File: src/rtl/prio_rst_pkg.sv
package prio_rst_pkg;

   // phase of the acknowledge pulse as seen by the capture logic
   typedef enum logic [1:0] {
      ACK_IDLE  = 2'd0,
      ACK_FIRST = 2'd1,
      ACK_HELD  = 2'd2
   } ack_phase_e;

   localparam int unsigned DEF_N_REQ     = 8;
   localparam int unsigned DEF_DATA_W    = 8;
   localparam int unsigned DEF_FIELD_LSB = 3;
   localparam logic [7:0]  DEF_BASE_OP   = 8'hC7;

endpackage

File: src/rtl/irq_prio_resolve.sv
module irq_prio_resolve #(
   parameter int unsigned N_REQ     = 8,
   parameter bit          HIGH_WINS = 1'b1,
   localparam int unsigned IDX_W    = $clog2(N_REQ)
) (
   input  logic [N_REQ-1:0] req_i,
   output logic             any_o,
   output logic [IDX_W-1:0] idx_o
);

   generate
      if (HIGH_WINS) begin : g_high
         always_comb begin
            idx_o = '0;
            for (int i = 0; i < N_REQ; i++) begin
               if (req_i[i]) idx_o = IDX_W'(i);
            end
         end
      end else begin : g_low
         always_comb begin
            idx_o = '0;
            for (int i = N_REQ - 1; i >= 0; i--) begin
               if (req_i[i]) idx_o = IDX_W'(i);
            end
         end
      end
   endgenerate

   assign any_o = |req_i;

   // the chosen line must actually be requesting
   always_comb begin
      if (any_o) begin
         AST_WINNER_ACTIVE: assert (req_i[idx_o]);
      end
   end

   generate
      if (HIGH_WINS) begin : g_chk_high
         always_comb begin
            if (any_o) begin
               AST_NONE_ABOVE: assert ((req_i >> idx_o) == N_REQ'(1));
            end
         end
      end
   endgenerate

endmodule

File: src/rtl/irq_opcode_build.sv
module irq_opcode_build #(
   parameter int unsigned  DATA_W    = 8,
   parameter int unsigned  IDX_W     = 3,
   parameter int unsigned  FIELD_LSB = 3,
   parameter logic [DATA_W-1:0] BASE_OP = 8'hC7
) (
   input  logic [IDX_W-1:0]  idx_i,
   output logic [DATA_W-1:0] op_o
);

   generate
      for (genvar b = 0; b < DATA_W; b++) begin : g_bit
         if (b >= FIELD_LSB && b < FIELD_LSB + IDX_W) begin : g_field
            assign op_o[b] = idx_i[b - FIELD_LSB];
         end else begin : g_fixed
            assign op_o[b] = BASE_OP[b];
         end
      end
   endgenerate

endmodule

File: src/rtl/irq_ack_capture.sv
module irq_ack_capture
   import prio_rst_pkg::*;
#(
   parameter int unsigned IDX_W = 3
) (
   input  logic             clk,
   input  logic             rst_n,
   input  logic             ack_n_i,
   input  logic [IDX_W-1:0] live_idx_i,
   output logic             oe_o,
   output logic [IDX_W-1:0] sel_idx_o
);

   logic             ack_q;
   logic [IDX_W-1:0] held_idx;
   ack_phase_e       phase;

   always_ff @(posedge clk or negedge rst_n) begin
      if (!rst_n) ack_q <= 1'b1;
      else        ack_q <= ack_n_i;
   end

   always_comb begin
      if (ack_n_i)    phase = ACK_IDLE;
      else if (ack_q) phase = ACK_FIRST;
      else            phase = ACK_HELD;
   end

   always_ff @(posedge clk or negedge rst_n) begin
      if (!rst_n)                  held_idx <= '0;
      else if (phase == ACK_FIRST) held_idx <= live_idx_i;
   end

   assign oe_o      = (phase != ACK_IDLE);
   assign sel_idx_o = (phase == ACK_FIRST) ? live_idx_i : held_idx;

   // once held, the captured number may not move within the pulse
   AST_HELD_FROZEN: assert property (@(posedge clk) disable iff (!rst_n)
      (phase == ACK_HELD) |=> (ack_n_i || $stable(held_idx)));

   // the first-cycle phase lasts exactly one cycle per pulse
   AST_FIRST_ONCE: assert property (@(posedge clk) disable iff (!rst_n)
      (phase == ACK_FIRST) |=> (phase != ACK_FIRST));

endmodule

File: src/rtl/irq_rst_vector.sv
module irq_rst_vector
   import prio_rst_pkg::*;
#(
   parameter int unsigned N_REQ     = DEF_N_REQ,
   parameter int unsigned DATA_W    = DEF_DATA_W,
   parameter int unsigned FIELD_LSB = DEF_FIELD_LSB,
   parameter logic [DATA_W-1:0] BASE_OP = DEF_BASE_OP,
   parameter bit          HIGH_WINS = 1'b1
) (
   input  logic              clk,
   input  logic              rst_n,
   input  logic [N_REQ-1:0]  req_i,
   input  logic              ack_n_i,
   output logic              irq_o,
   output logic              bus_oe_o,
   output logic [DATA_W-1:0] bus_data_o
);

   localparam int unsigned IDX_W = $clog2(N_REQ);
   localparam logic [DATA_W-1:0] FIELD_MASK =
      DATA_W'(((1 << IDX_W) - 1) << FIELD_LSB);

   generate
      if (N_REQ < 2 || (1 << IDX_W) != N_REQ) begin : g_bad_nreq
         $error("N_REQ must be a power of two of at least 2");
      end
      if (FIELD_LSB + IDX_W > DATA_W) begin : g_bad_field
         $error("number field does not fit inside the opcode");
      end
   endgenerate

   logic             any_req;
   logic [IDX_W-1:0] live_idx;
   logic [IDX_W-1:0] sel_idx;
   logic [DATA_W-1:0] opcode;
   logic             drive;
   logic             irq_q;
   logic             chk_arm;

   irq_prio_resolve #(
      .N_REQ     (N_REQ),
      .HIGH_WINS (HIGH_WINS)
   ) i_resolve (
      .req_i (req_i),
      .any_o (any_req),
      .idx_o (live_idx)
   );

   irq_ack_capture #(
      .IDX_W (IDX_W)
   ) i_capture (
      .clk        (clk),
      .rst_n      (rst_n),
      .ack_n_i    (ack_n_i),
      .live_idx_i (live_idx),
      .oe_o       (drive),
      .sel_idx_o  (sel_idx)
   );

   irq_opcode_build #(
      .DATA_W    (DATA_W),
      .IDX_W     (IDX_W),
      .FIELD_LSB (FIELD_LSB),
      .BASE_OP   (BASE_OP)
   ) i_build (
      .idx_i (sel_idx),
      .op_o  (opcode)
   );

   always_ff @(posedge clk or negedge rst_n) begin
      if (!rst_n) irq_q <= 1'b0;
      else        irq_q <= any_req;
   end

   always_ff @(posedge clk or negedge rst_n) begin
      if (!rst_n) chk_arm <= 1'b0;
      else        chk_arm <= 1'b1;
   end

   assign irq_o      = irq_q;
   assign bus_oe_o   = drive;
   assign bus_data_o = drive ? opcode : '0;

   AST_IRQ_LATENCY: assert property (@(posedge clk) disable iff (!rst_n || !chk_arm)
      irq_o == $past(|req_i));

   AST_FIXED_BITS: assert property (@(posedge clk) disable iff (!rst_n)
      bus_oe_o |-> (((bus_data_o ^ BASE_OP) & ~FIELD_MASK) == '0));

   AST_RELEASED_ZERO: assert property (@(posedge clk) disable iff (!rst_n)
      !bus_oe_o |-> (bus_data_o == '0));

   AST_BYTE_STABLE: assert property (@(posedge clk) disable iff (!rst_n || !chk_arm)
      (!ack_n_i && $past(!ack_n_i)) |-> $stable(bus_data_o));

endmodule

File: config.mk
export PLATFORM = sky130hd
export DESIGN_NAME = irq_rst_vector
export DESIGN_NICKNAME = d
export VERILOG_FILES = /design/src/rtl/prio_rst_pkg.sv /design/src/rtl/irq_prio_resolve.sv /design/src/rtl/irq_opcode_build.sv /design/src/rtl/irq_ack_capture.sv /design/src/rtl/irq_rst_vector.sv
export SDC_FILE = /design/constraint.sdc
export NUM_CORES = 1
export LEC_CHECK = 0
export ABC_AREA = 1
export BUFFER_PORTS_ARGS = -buffer_cell sky130_fd_sc_hd__clkbuf_2
export CAP_MARGIN = 10
export CORE_AREA = 2 2 39 41
export CTS_BUF_LIST = sky130_fd_sc_hd__clkbuf_8
export DETAILED_ROUTE_END_ITERATION = 16
export DIE_AREA = 0 0 41 43
export PLACE_DENSITY_LB_ADDON = 0.12
export SLEW_MARGIN = 20
export SYNTH_ARGS = -nofsm -noshare
export SYNTH_HDL_FRONTEND = slang
export SYNTH_SLANG_ARGS = --single-unit
File: constraint.sdc
create_clock -name clk -period 1.16 [get_ports clk]
set_input_delay 0.348 -clock clk [delete_from_list [all_inputs] [get_ports clk]]
set_output_delay 0.348 -clock clk [all_outputs]
set_load 0.005 [all_outputs]
---- Yosys cells after proc, flatten, opt, wreduce, memory -nomap -nowiden ----
Index checks and enable logic that the tools add are counted.
storage, ports and cells
  input bits .............................. 11
  memories ................................ 0
  register bits after elaboration ......... 5
  ROM bits ................................ 0
  latch bits .............................. 0
  bits in writable memories ............... 0
  output and inout bits ................... 10
operators by class
  multiplexer cells ....................... 11
  shifts and indexed selects .............. 0
  bitwise logic cells ..................... 0
  $add $sub $neg .......................... 0
  $lt $le $gt $ge ......................... 0
  multiply operators ...................... 0
  reduce and logical (&&, ||, !) cells .... 2
  div/mod/pow operators ................... 0
  equality and inequality tests ........... 1
operators with widths
  operator                                                         number
  3-bit two-way mux                                                5
  2-bit two-way mux                                                4
  8-bit two-way mux                                                1
  8-bit OR reduction                                               1
  2-bit by 1-bit == test with 1-bit output, second input constant  1
  2-bit nonzero test                                               1
  1-bit two-way mux                                                1

---- Logic depth before layout (Yosys ltp) ----
Gate-level depths: netlist of the first run.
  word-level depth ........................ 9
  gate-level depth with buffers ........... 9

---- Hierarchy ----
A second synthesis of the first run with hierarchy kept.
second synthesis, totals
  cells, all modules ...................... 62
  area, all modules ....................... 380.4 µm²
modules (own cells, without submodules)
  module            cells each  sequential area each (µm²)  times used  area an instance (µm²)
  irq_ack_capture   15          101.3                       1           148.9
  irq_rst_vector    18          25.0                        1           90.1
  irq_prio_resolve  20          0.0                         1           77.6
  irq_opcode_build  9           0.0                         1           63.8

---- Worst setup path before layout of the first run ----
Ideal clock, no wire load.
  path kind ............................... flip-flop to output port
  start ................................... register i_capture.ack_q
  end ..................................... output port bus_data_o[5]
  data arrival time ....................... 896 ps
  path slack .............................. -84 ps
  stages on the path, launching flop included .. 4
  buffers on the path ..................... 0
  path through ............................ dfstp_2 > nand2_4 > o21a_2 > nor2_1
on the way
  word-level cells in the longest chain between the ends .. 5
  elaborated cells on any way between the ends .. 6
  those cells by class .................... eq/ne: 1; mux: 4; reduce/logical: 1
RTL lines
  what                                      line                   RTL
  from (decl)                               irq_ack_capture.sv:14  logic ack_q;
  from (signal assigned)                    irq_ack_capture.sv:20  else ack_q <= ack_n_i;
  2-bit two-way mux (*)                     irq_ack_capture.sv:25  else if (ack_q) phase = ACK_FIRST;
  2-bit two-way mux (*)                     irq_ack_capture.sv:24  if (ack_n_i) phase = ACK_IDLE;
  2-bit by 1-bit == test with 1-bit output  irq_ack_capture.sv:35  assign sel_idx_o = (phase == ACK_FIRST) ? live_idx_i : held_idx;
  3-bit two-way mux                         irq_ack_capture.sv:35
  8-bit two-way mux (*)                     irq_rst_vector.sv:82   assign bus_data_o = drive ? opcode : '0;
  to (decl)                                 irq_rst_vector.sv:16   output logic [DATA_W-1:0] bus_data_o
Mark *: on every way between the ends. The rest lies on a longest branch, timed or not.

---- Worst setup path in the final report of the first run ----
  start ................................... register i_capture.ack_q
  end ..................................... output port bus_data_o[3]
Same word-level chain as after synthesis.

==> results.json, run 1 <==
{
  "status": "finished with violations",
  "failed_checks": "setup timing",
  "num_io_pins": 21,
  "yosysMostFrequentCell": "sky130_fd_sc_hd__nand2_1",
  "worst_hold_path_type": "input port to flop",
  "number_of_global_route_vias_before_repair": 307,
  "setup_ws_ps": -379,
  "synthTopCellsByCount": "15 x sky130_fd_sc_hd__nand2_1, 11 x sky130_fd_sc_hd__inv_1, 5 x sky130_fd_sc_hd__buf_4, 5 x sky130_fd_sc_hd__nor2_1, 4 x sky130_fd_sc_hd__dfrtp_1",
  "nature_of_the_critical_path_startpoint": "flop",
  "critPathLaunch": "i_capture.ack_q",
  "wirelength_um": 653,
  "synth-seq-area-share_pct": 38.8,
  "ordered_cell_list_for_the_critical_path": "nand2_4, nor2_4, nand2_1, nand2_1, nor2_1, clkbuf_2",
  "cp.arrival_ps": 1190,
  "number_of_h_tree_levels": 1,
  "maxCapViolCount": 0,
  "synth_area_per_cell_um2": 6.92,
  "post-synth-top-area-cell": "sky130_fd_sc_hd__dfrtp_1",
  "gp_routability_congestion": 0.737,
  "postSynthRegisterBits": 5,
  "yosysWarnings": 0,
  "grt_start_max_net_pins": 7,
  "setup_total_negative_slack_ps": -1130,
  "clk_transition_reported_paths_ps": 30,
  "critPathCaptureType": "primary output",
  "grt_antenna_before_repair": 0,
  "worst_path_largest_cell_delay_ps": 530,
  "worst_path_max_delay_cell": "sky130_fd_sc_hd__dfstp_2",
  "wl_met2_um": 319,
  "synth_top_cell_area_share_pct": 30.8,
  "number_of_synthesized_flops_with_an_enable_pin": 0,
  "avgViaCountPerCell": 3.84,
  "peakVddDrop_uv": 716,
  "dr_wl_met3_um": 79,
  "hold-path-cell-count": 3,
  "ys_top_cells_by_area": "sky130_fd_sc_hd__dfrtp_1 31%, sky130_fd_sc_hd__nand2_1 17%, sky130_fd_sc_hd__inv_1 13%, sky130_fd_sc_hd__buf_4 12%, sky130_fd_sc_hd__dfstp_2 8.1%",
  "synth_area_um2": 325,
  "hold_path.startpoint": "req_i[0]",
  "crit_fanout": 5,
  "clock_tree.buffer_depth": 2,
  "sinks_on_clock_net": 5,
  "drt-met1-wl_um": 246,
  "post_route_cells_drive_above_1_share_pct": 52.0,
  "ys_async_rst_share_pct": 100,
  "cts_tree": "done",
  "report.power.total_mw": 0.640,
  "port_buffers": 20,
  "drc": 0,
  "finish.net_count": 87,
  "drt_first_iter_violations": 0,
  "worst-setup-path-type": "flop to primary output",
  "hold-worst-slack_ps": 320,
  "number_of_buffers_created_by_cts": 3,
  "critical_path.most_common_cell": "sky130_fd_sc_hd__nand2_1",
  "die_width_um": 41,
  "fp.coreArea_um2": 1380,
  "insertion_delay_ps": 220,
  "floorplan.die_area_um2": 1760,
  "synth_cell_type_count": 12,
  "critical_path.top_delay_family": "flip-flops",
  "powerDensity_nw_per_um2": 1190,
  "period_minus_slack_ps": 1540,
  "antenna-diode-count": 0,
  "mappedNetlistNets": 58,
  "slew_headroom_pct": 89.6,
  "area_growth_syn_to_layout_pct": 65.8,
  "maxClockFrequency_mhz": 650,
  "topRoutingLayerUsed": "met4",
  "post_place_worst_slack_ps": -240,
  "max_slew.worst_pin.slew_ps": 155,
  "grt-ovfl-total": 0,
  "rsz0062_at_grt": "true",
  "rows": 14,
  "static-leakage-power_nw": 0.334,
  "slew_violations": 0,
  "worstPathBufferInverterCount": 1,
  "critical_path_required_ps": 810,
  "synth_ff_type": "sky130_fd_sc_hd__dfrtp_1",
  "crit-reg2reg-launch": "i_capture.ack_q",
  "die-height_um": 43,
  "initial_utilization_pct": 23.5,
  "worst_reg2reg_path_length_in_cells": 6,
  "rrSetupSlack_ps": 90,
  "via_count": 349,
  "grt_use_total_pct": 9.18,
  "critical_path.reg2reg.endpoint": "i_capture.held_idx[0]",
  "final.setup_skew_ps": 1.56,
  "n_fill_cell": 161,
  "syn-instance-count": 47,
  "drt-wirelength-per-cell_um": 7.18,
  "hold_viol": 0,
  "hpwlAfterDp_um": 541,
  "clock_tree_root": "sky130_fd_sc_hd__clkbuf_8",
  "setup_violations": 3,
  "post-route-period-util_pct": 133,
  "hold_path_end": "irq_o",
  "detailedRoute.firstPassIterationCount": 1,
  "drtAntennaViolNets": 0,
  "first_pass_grt_wire_length_um": 1070
}
-- repair_timing --
action,CTS,global route
endpoints found under the hold margin,4,0
resized for setup,3,1
endpoints found under the setup margin,3,3
hold buffers,1,0
buffers inserted,2,0
pin swaps,2,0
-- per-stage QoR --
stage / cells / cell area, um2 / util [%]
2_1_floorplan: 47 / 328 / -
3_3_place_gp: 84 / 455 / 32.9
3_5_place_dp: 84 / 455 / 32.9
4_1_cts: 91 / 539 / 39.0
5_1_grt: 91 / 539 / 39.0
6_report: 91 / 539 / 39.0
-- logic make-up after synthesis --
kind of cell / after synthesis / synth area share [%]
DFF: 5 / 38.8
and+or+nand+nor: 24 / 33.1
AOI/OAI and AO/OA: 1 / 2.69
buffers and inverters: 17 / 25.4
-- worst max-delay path by stage --
stage                    endpoint  slack (ps)  cells after the start
floorplan           bus_data_o[5]         -70                      3
global placement    bus_data_o[3]        -230                     11
detailed placement  bus_data_o[3]        -240                     11
CTS                 bus_data_o[5]        -400                      4
global route        bus_data_o[4]        -450                      6
finish              bus_data_o[3]        -380                      6
-- cell usage in the layout, fill, tap and decap left out --
master,instances
sky130_fd_sc_hd__nand2_4,1
sky130_fd_sc_hd__inv_2,1
sky130_fd_sc_hd__buf_4,8
sky130_fd_sc_hd__nand2_2,1
sky130_fd_sc_hd__nor2_4,1
sky130_fd_sc_hd__nor2_1,4
sky130_fd_sc_hd__nor2_2,1
sky130_fd_sc_hd__nor3_1,1
sky130_fd_sc_hd__dfstp_2,1
sky130_fd_sc_hd__clkbuf_2,19
sky130_fd_sc_hd__o21a_4,1
sky130_fd_sc_hd__nand3_2,1
sky130_fd_sc_hd__clkbuf_8,3
sky130_fd_sc_hd__buf_2,1
sky130_fd_sc_hd__dlygate4sd3_1,1
sky130_fd_sc_hd__inv_1,12
sky130_fd_sc_hd__nand2_1,14
sky130_fd_sc_hd__dfrtp_1,4
-- cell type report --
class / count / area (um2) / share of cell area, %
Timing Repair Buffer: 29 / 170 / 31.6
Clock buffer: 3 / 41.3 / 7.66
Multi-Input combinational cell: 25 / 133 / 24.6
Inverter: 12 / 45.0 / 8.35
Clock inverter: 1 / 3.75 / 0.696
Sequential cell: 5 / 126 / 23.4
Tap cell: 16 / 20.0 / 3.71
-- worst reg2reg max path: cells and delay by family (launching register included) --
family / cells / cell delay (ps)
flops: 1 / 530
buf+inv: 2 / 130
simple gates: 4 / 300
-- metal layers --
metal | vias to the layer above | track usage (%)
met2 | 16 | 15.3
met1 | 149 | 8.82
met4 | 0 | 2.00
li1 | 182 | -
met3 | 2 | 6.28
met5 | - | 0
-- state kept, by name (all words and copies together), names as in the netlist --
signal,cells
i_capture.ack_q,1
i_capture.held_idx,3
irq_o,1
-- power breakdown --
part	switching, mW	internal, mW
registers	0.00400	0.191
logic	0.0632	0.0765
clock network	0.0793	0.226
total	0.146	0.493
(Power assumes the default switching activity.)
==> run 2: changes to the inputs <==
==> constraint.sdc (replaced) <==
create_clock -name clk -period 1.85 [get_ports clk]
set_input_delay 0.555 -clock clk [delete_from_list [all_inputs] [get_ports clk]]
set_output_delay 0.555 -clock clk [all_outputs]
set_load 0.005 [all_outputs]
==> results.json, run 2 (synthesis results as in run 1) <==
{
  "drc": 0,
  "worst-setup-path-type": "input port to primary output",
  "worstPathBufferInverterCount": 3,
  "final.setup_skew_ps": 0.223,
  "nature_of_the_critical_path_startpoint": "input port",
  "clock_tree_root": "sky130_fd_sc_hd__clkbuf_8",
  "crit_fanout": 2,
  "detailedRoute.firstPassIterationCount": 1,
  "die_width_um": 41,
  "critPathCaptureType": "primary output",
  "clock_tree.buffer_depth": 2,
  "clk_transition_reported_paths_ps": 30,
  "peakVddDrop_uv": 333,
  "critical_path.top_delay_family": "simple AND/OR/NAND/NOR gates",
  "num_io_pins": 21,
  "fp.coreArea_um2": 1380,
  "initial_utilization_pct": 23.5,
  "cp.arrival_ps": 1250,
  "wl_met2_um": 284,
  "part_of_the_power_in_registers_pct": 31.5,
  "power.switching_fraction_pct": 22.6,
  "number_of_buffers_created_by_cts": 3,
  "number_of_h_tree_levels": 1,
  "insertion_delay_ps": 220,
  "gp_routability_congestion": 0.610,
  "setup_violations": 0,
  "drt_first_iter_violations": 0,
  "post-route-period-util_pct": 97.8,
  "mostFrequentLayoutCell": "sky130_fd_sc_hd__clkbuf_2",
  "powerDensity_nw_per_um2": 780,
  "worst_path_largest_cell_delay_ps": 110,
  "drt-wirelength-per-cell_um": 6.80,
  "drt-met1-wl_um": 231,
  "report.power.total_mw": 0.387,
  "critical_path.most_common_cell": "sky130_fd_sc_hd__nand2_1",
  "netSwitchingPower_mw": 0.0874,
  "rows": 14,
  "largest_register_ffs": 3,
  "via_count": 314,
  "finish.net_count": 82,
  "antenna-diode-count": 0,
  "maxCapViolCount": 0,
  "layout_common_cells": "18 x sky130_fd_sc_hd__clkbuf_2, 13 x sky130_fd_sc_hd__nand2_1, 11 x sky130_fd_sc_hd__inv_1",
  "die-height_um": 43,
  "rrSetupSlack_ps": 750,
  "rsz0062_at_grt": "true",
  "sinks_on_clock_net": 5,
  "first_pass_grt_wire_length_um": 876,
  "ordered_cell_list_for_the_critical_path": "buf_6, inv_2, nand2_1, nand2_1, nand2_1, nand2_1, nand2_1, nand2_1, nand2_2, nor2_2, buf_2",
  "slew_headroom_pct": 89.6,
  "period_minus_slack_ps": 1810,
  "worst_reg2reg_path_length_in_cells": 6,
  "cts-hold-fix-buffers": 0,
  "status": "complete, no violations",
  "worst_hold_path_type": "input port to async pin",
  "static-leakage-power_nw": 0.309,
  "area_growth_syn_to_layout_pct": 52.7,
  "hold_viol": 0,
  "worst_path_max_delay_cell": "sky130_fd_sc_hd__buf_2",
  "critical_path_required_ps": 1290,
  "power_frac_clock_pct": 49.2,
  "slew_violations": 0,
  "dr_wl_met3_um": 61,
  "floorplan.die_area_um2": 1760,
  "port_buffers": 20,
  "max_slew.worst_pin.slew_ps": 155,
  "drtAntennaViolNets": 0,
  "post-place-cells": 80,
  "largest_register": "i_capture.held_idx",
  "avgViaCountPerCell": 3.65,
  "number_of_global_route_vias_before_repair": 252,
  "p_comb_share_pct": 19.4,
  "hpwlAfterDp_um": 503,
  "cts_tree": "done",
  "p_int_mw": 0.300,
  "topRoutingLayerUsed": "met4",
  "crit-reg2reg-launch": "i_capture.ack_q",
  "setup_total_negative_slack_ps": 0,
  "grt-ovfl-total": 0,
  "layout.cells.non_filler": 86,
  "wirelength_um": 585,
  "critical_path.reg2reg.endpoint": "i_capture.held_idx[0]",
  "post_route_cells_drive_above_1_share_pct": 52.9,
  "grt_antenna_before_repair": 0,
  "grt_start_max_net_pins": 7,
  "hold-worst-slack_ps": 145,
  "maxClockFrequency_mhz": 553,
  "grt_use_total_pct": 8.18
}
[run 2: final cells by class]
class                           instances  area, um2
Fill cell                             162        887
Clock buffer                            3       41.3
Sequential cell                         5        126
Clock inverter                          1       3.75
Multi-Input combinational cell         25        124
Tap cell                               16       20.0
Timing Repair Buffer                   24        136
Inverter                               12       45.0
[run 2: power groups by stage]
stage	clock network, mW	registers, mW	logic, mW
3_5_place_dp	0	0.123	0.0666
5_1_grt	0.201	0.123	0.0868
2_1_floorplan	0	0.123	0.0401
6_report	0.190	0.122	0.0750
3_3_place_gp	0	0.123	0.0661
4_1_cts	0.198	0.122	0.0669
[run 2: through the flow]
step	setup slack, ps	cell area, um2	util (%)
final	41.0	497	35.9
after global routing	-50.0	497	35.9
after CTS	32.4	468	33.8
after detailed placement	32.7	423	30.6
after global placement	42.1	423	30.6
after floorplan	252	325	-
[run 2: worst max path at each step]
stage / startpoint / to / slack, ps / cells after the start
finish: req_i[2] / bus_data_o[3] / 40 / 11
global placement: req_i[2] / bus_data_o[3] / 40 / 11
CTS: req_i[2] / bus_data_o[3] / 30 / 11
floorplan: ack_n_i / bus_data_o[5] / 250 / 4
detailed placement: req_i[2] / bus_data_o[3] / 30 / 11
global route: req_i[2] / bus_data_o[3] / -50 / 11
[run 2: what timing repair did]
| item | 4_1_cts | 5_1_grt |
|---|---|---|
| resized for setup | 0 | 6 |
| buffers inserted | 0 | 2 |
| endpoints found under the setup margin | 0 | 2 |
| hold endpoints to repair | 0 | 0 |
[run 2: per-layer routing]
layer  GRT usage [%]  up-vias
met1            9.18      125
li1                -      175
met3            1.57        2
met2            10.0       12
met4            12.0        0
met5               0        -
==> run 3: changes to the inputs <==
--- a/config.mk
+++ b/config.mk
@@ -6,13 +6,14 @@
 export NUM_CORES = 1
 export LEC_CHECK = 0
 export ABC_AREA = 1
-export BUFFER_PORTS_ARGS = -buffer_cell sky130_fd_sc_hd__clkbuf_2
+export BUFFER_PORTS_ARGS = -buffer_cell sky130_fd_sc_hd__buf_2
 export CAP_MARGIN = 10
 export CORE_AREA = 2 2 39 41
 export CTS_BUF_LIST = sky130_fd_sc_hd__clkbuf_8
 export DETAILED_ROUTE_END_ITERATION = 16
 export DIE_AREA = 0 0 41 43
 export PLACE_DENSITY_LB_ADDON = 0.12
+export RECOVER_POWER = 25
 export SLEW_MARGIN = 20
 export SYNTH_ARGS = -nofsm -noshare
 export SYNTH_HDL_FRONTEND = slang
==> results.json, run 3 (synthesis results as in run 1) <==
{
  "num_io_pins": 21,
  "via_count": 312,
  "fp.coreArea_um2": 1380,
  "grt_use_total_pct": 9.19,
  "number_of_global_route_vias_before_repair": 266,
  "cp.arrival_ps": 1260,
  "die_width_um": 41,
  "postPlaceCellArea_um2": 423,
  "avgViaCountPerCell": 3.71,
  "slew_headroom_pct": 82.7,
  "nature_of_the_critical_path_startpoint": "input port",
  "rsz0062_at_grt": "true",
  "maxCapViolCount": 0,
  "layout_common_cells": "18 x sky130_fd_sc_hd__buf_2, 14 x sky130_fd_sc_hd__nand2_1, 11 x sky130_fd_sc_hd__inv_1",
  "worst_hold_path_type": "input port to async pin",
  "hpwlAfterDp_um": 543,
  "die-height_um": 43,
  "final_cell_area_um2": 485,
  "final-seq-area_um2": 126,
  "slew_violations": 0,
  "rrSetupSlack_ps": 860,
  "final.setup_skew_ps": 0.359,
  "hold_viol": 0,
  "gp_routability_congestion": 0.579,
  "post_route_cells_drive_above_1_share_pct": 50.0,
  "first_pass_grt_wire_length_um": 986,
  "sinks_on_clock_net": 5,
  "status": "complete, no violations",
  "critical_path_required_ps": 1290,
  "worst_reg2reg_path_length_in_cells": 5,
  "clock_tree.buffer_depth": 2,
  "setup_violations": 0,
  "post-route-period-util_pct": 98.1,
  "peakVddDrop_uv": 332,
  "antenna-diode-count": 0,
  "critPathCaptureType": "primary output",
  "multiInputGateArea_um2": 129,
  "drt_first_iter_violations": 0,
  "drc": 0,
  "largest_register": "i_capture.held_idx",
  "cts_tree": "done",
  "area_growth_syn_to_layout_pct": 49.2,
  "period_minus_slack_ps": 1810,
  "port_buffers": 20,
  "critical_path.reg2reg.endpoint": "i_capture.held_idx[1]",
  "number_of_h_tree_levels": 1,
  "grt_antenna_before_repair": 0,
  "insertion_delay_ps": 220,
  "final_core_area_utilization_pct": 35.1,
  "finish.net_count": 80,
  "crit-reg2reg-launch": "i_capture.ack_q",
  "rows": 14,
  "number_of_buffers_created_by_cts": 3,
  "grt-ovfl-total": 0,
  "drt-wirelength-per-cell_um": 7.61,
  "grt_start_max_net_pins": 7,
  "wirelength_um": 639,
  "largest_register_ffs": 3,
  "crit_fanout": 2,
  "drtAntennaViolNets": 0,
  "clk_transition_reported_paths_ps": 30,
  "worst_path_max_delay_cell": "sky130_fd_sc_hd__buf_2",
  "clock_tree_root": "sky130_fd_sc_hd__clkbuf_8",
  "critical_path.most_common_cell": "sky130_fd_sc_hd__nand2_1",
  "worst-setup-path-type": "input port to primary output",
  "mostFrequentLayoutCell": "sky130_fd_sc_hd__buf_2",
  "setup_total_negative_slack_ps": 0,
  "detailedRoute.firstPassIterationCount": 1,
  "post_cts.repair.setup_buffers": 0,
  "initial_utilization_pct": 23.5,
  "max_slew.worst_pin.slew_ps": 259,
  "maxClockFrequency_mhz": 551,
  "floorplan.die_area_um2": 1760,
  "ordered_cell_list_for_the_critical_path": "buf_6, inv_2, nand2_1, nand2_1, nand2_1, nand2_1, nand2_1, nand2_1, nand2_2, nor2_2, buf_2",
  "static-leakage-power_nw": 0.293,
  "worst_path_largest_cell_delay_ps": 100,
  "powerDensity_nw_per_um2": 794,
  "n_fill_cell": 165
}
run 3: how the worst max path moves through the flow:
stage,start,to,slack [ps]
final,req_i[2],bus_data_o[3],40
after global routing,req_i[2],bus_data_o[3],-70
after CTS,req_i[2],bus_data_o[3],20
after detailed placement,req_i[2],bus_data_o[3],20
after global placement,req_i[2],bus_data_o[3],40
after floorplan,ack_n_i,bus_data_o[5],250
run 3: layout make-up:
cell class | count | share of cell area, %
Multi-Input combinational cell | 25 | 26.5
Sequential cell | 5 | 26.0
Timing Repair Buffer | 22 | 24.7
Inverter | 12 | 9.28
Clock buffer | 3 | 8.51
Tap cell | 16 | 4.12
Clock inverter | 1 | 0.773
run 3: timing repair:
action,in CTS,in global routing
gates resized for setup,0,6
endpoints found under the setup margin,0,2
hold buffers,0,0
run 3: where the power goes:
group,total (mW),switching (mW),internal (mW)
sequential,0.122,0.00239,0.120
combinational,0.0704,0.0364,0.0340
clock,0.193,0.0510,0.142
run 3: worst max-delay path: cells and delay by family:
| kind | cells | cell delay [ps] |
|---|---|---|
| buf+inv | 3 | 230 |
| simple gates | 8 | 460 |
run 3: layer usage:
layer | global-route usage (%) | routed length (um) | vias to the layer above
li1 | - | - | 168
met2 | 12.5 | 333 | 12
met3 | 3.14 | 41 | 2
met5 | 0 | 0 | -
met4 | 12.0 | 8 | 0
met1 | 8.85 | 257 | 130
run 3: metrics by stage:
step / hold slack [ps] / setup WS [ps] / power [mW] / std cells
6_report: 177 / 35.2 / 0.385 / 84
3_5_place_dp: 371 / 20.7 / 0.190 / 80
4_1_cts: 137 / 15.7 / 0.390 / 84
2_1_floorplan: 259 / 252 / 0.163 / 47
5_1_grt: 202 / -72.4 / 0.412 / 84
3_3_place_gp: 372 / 42.4 / 0.189 / 80
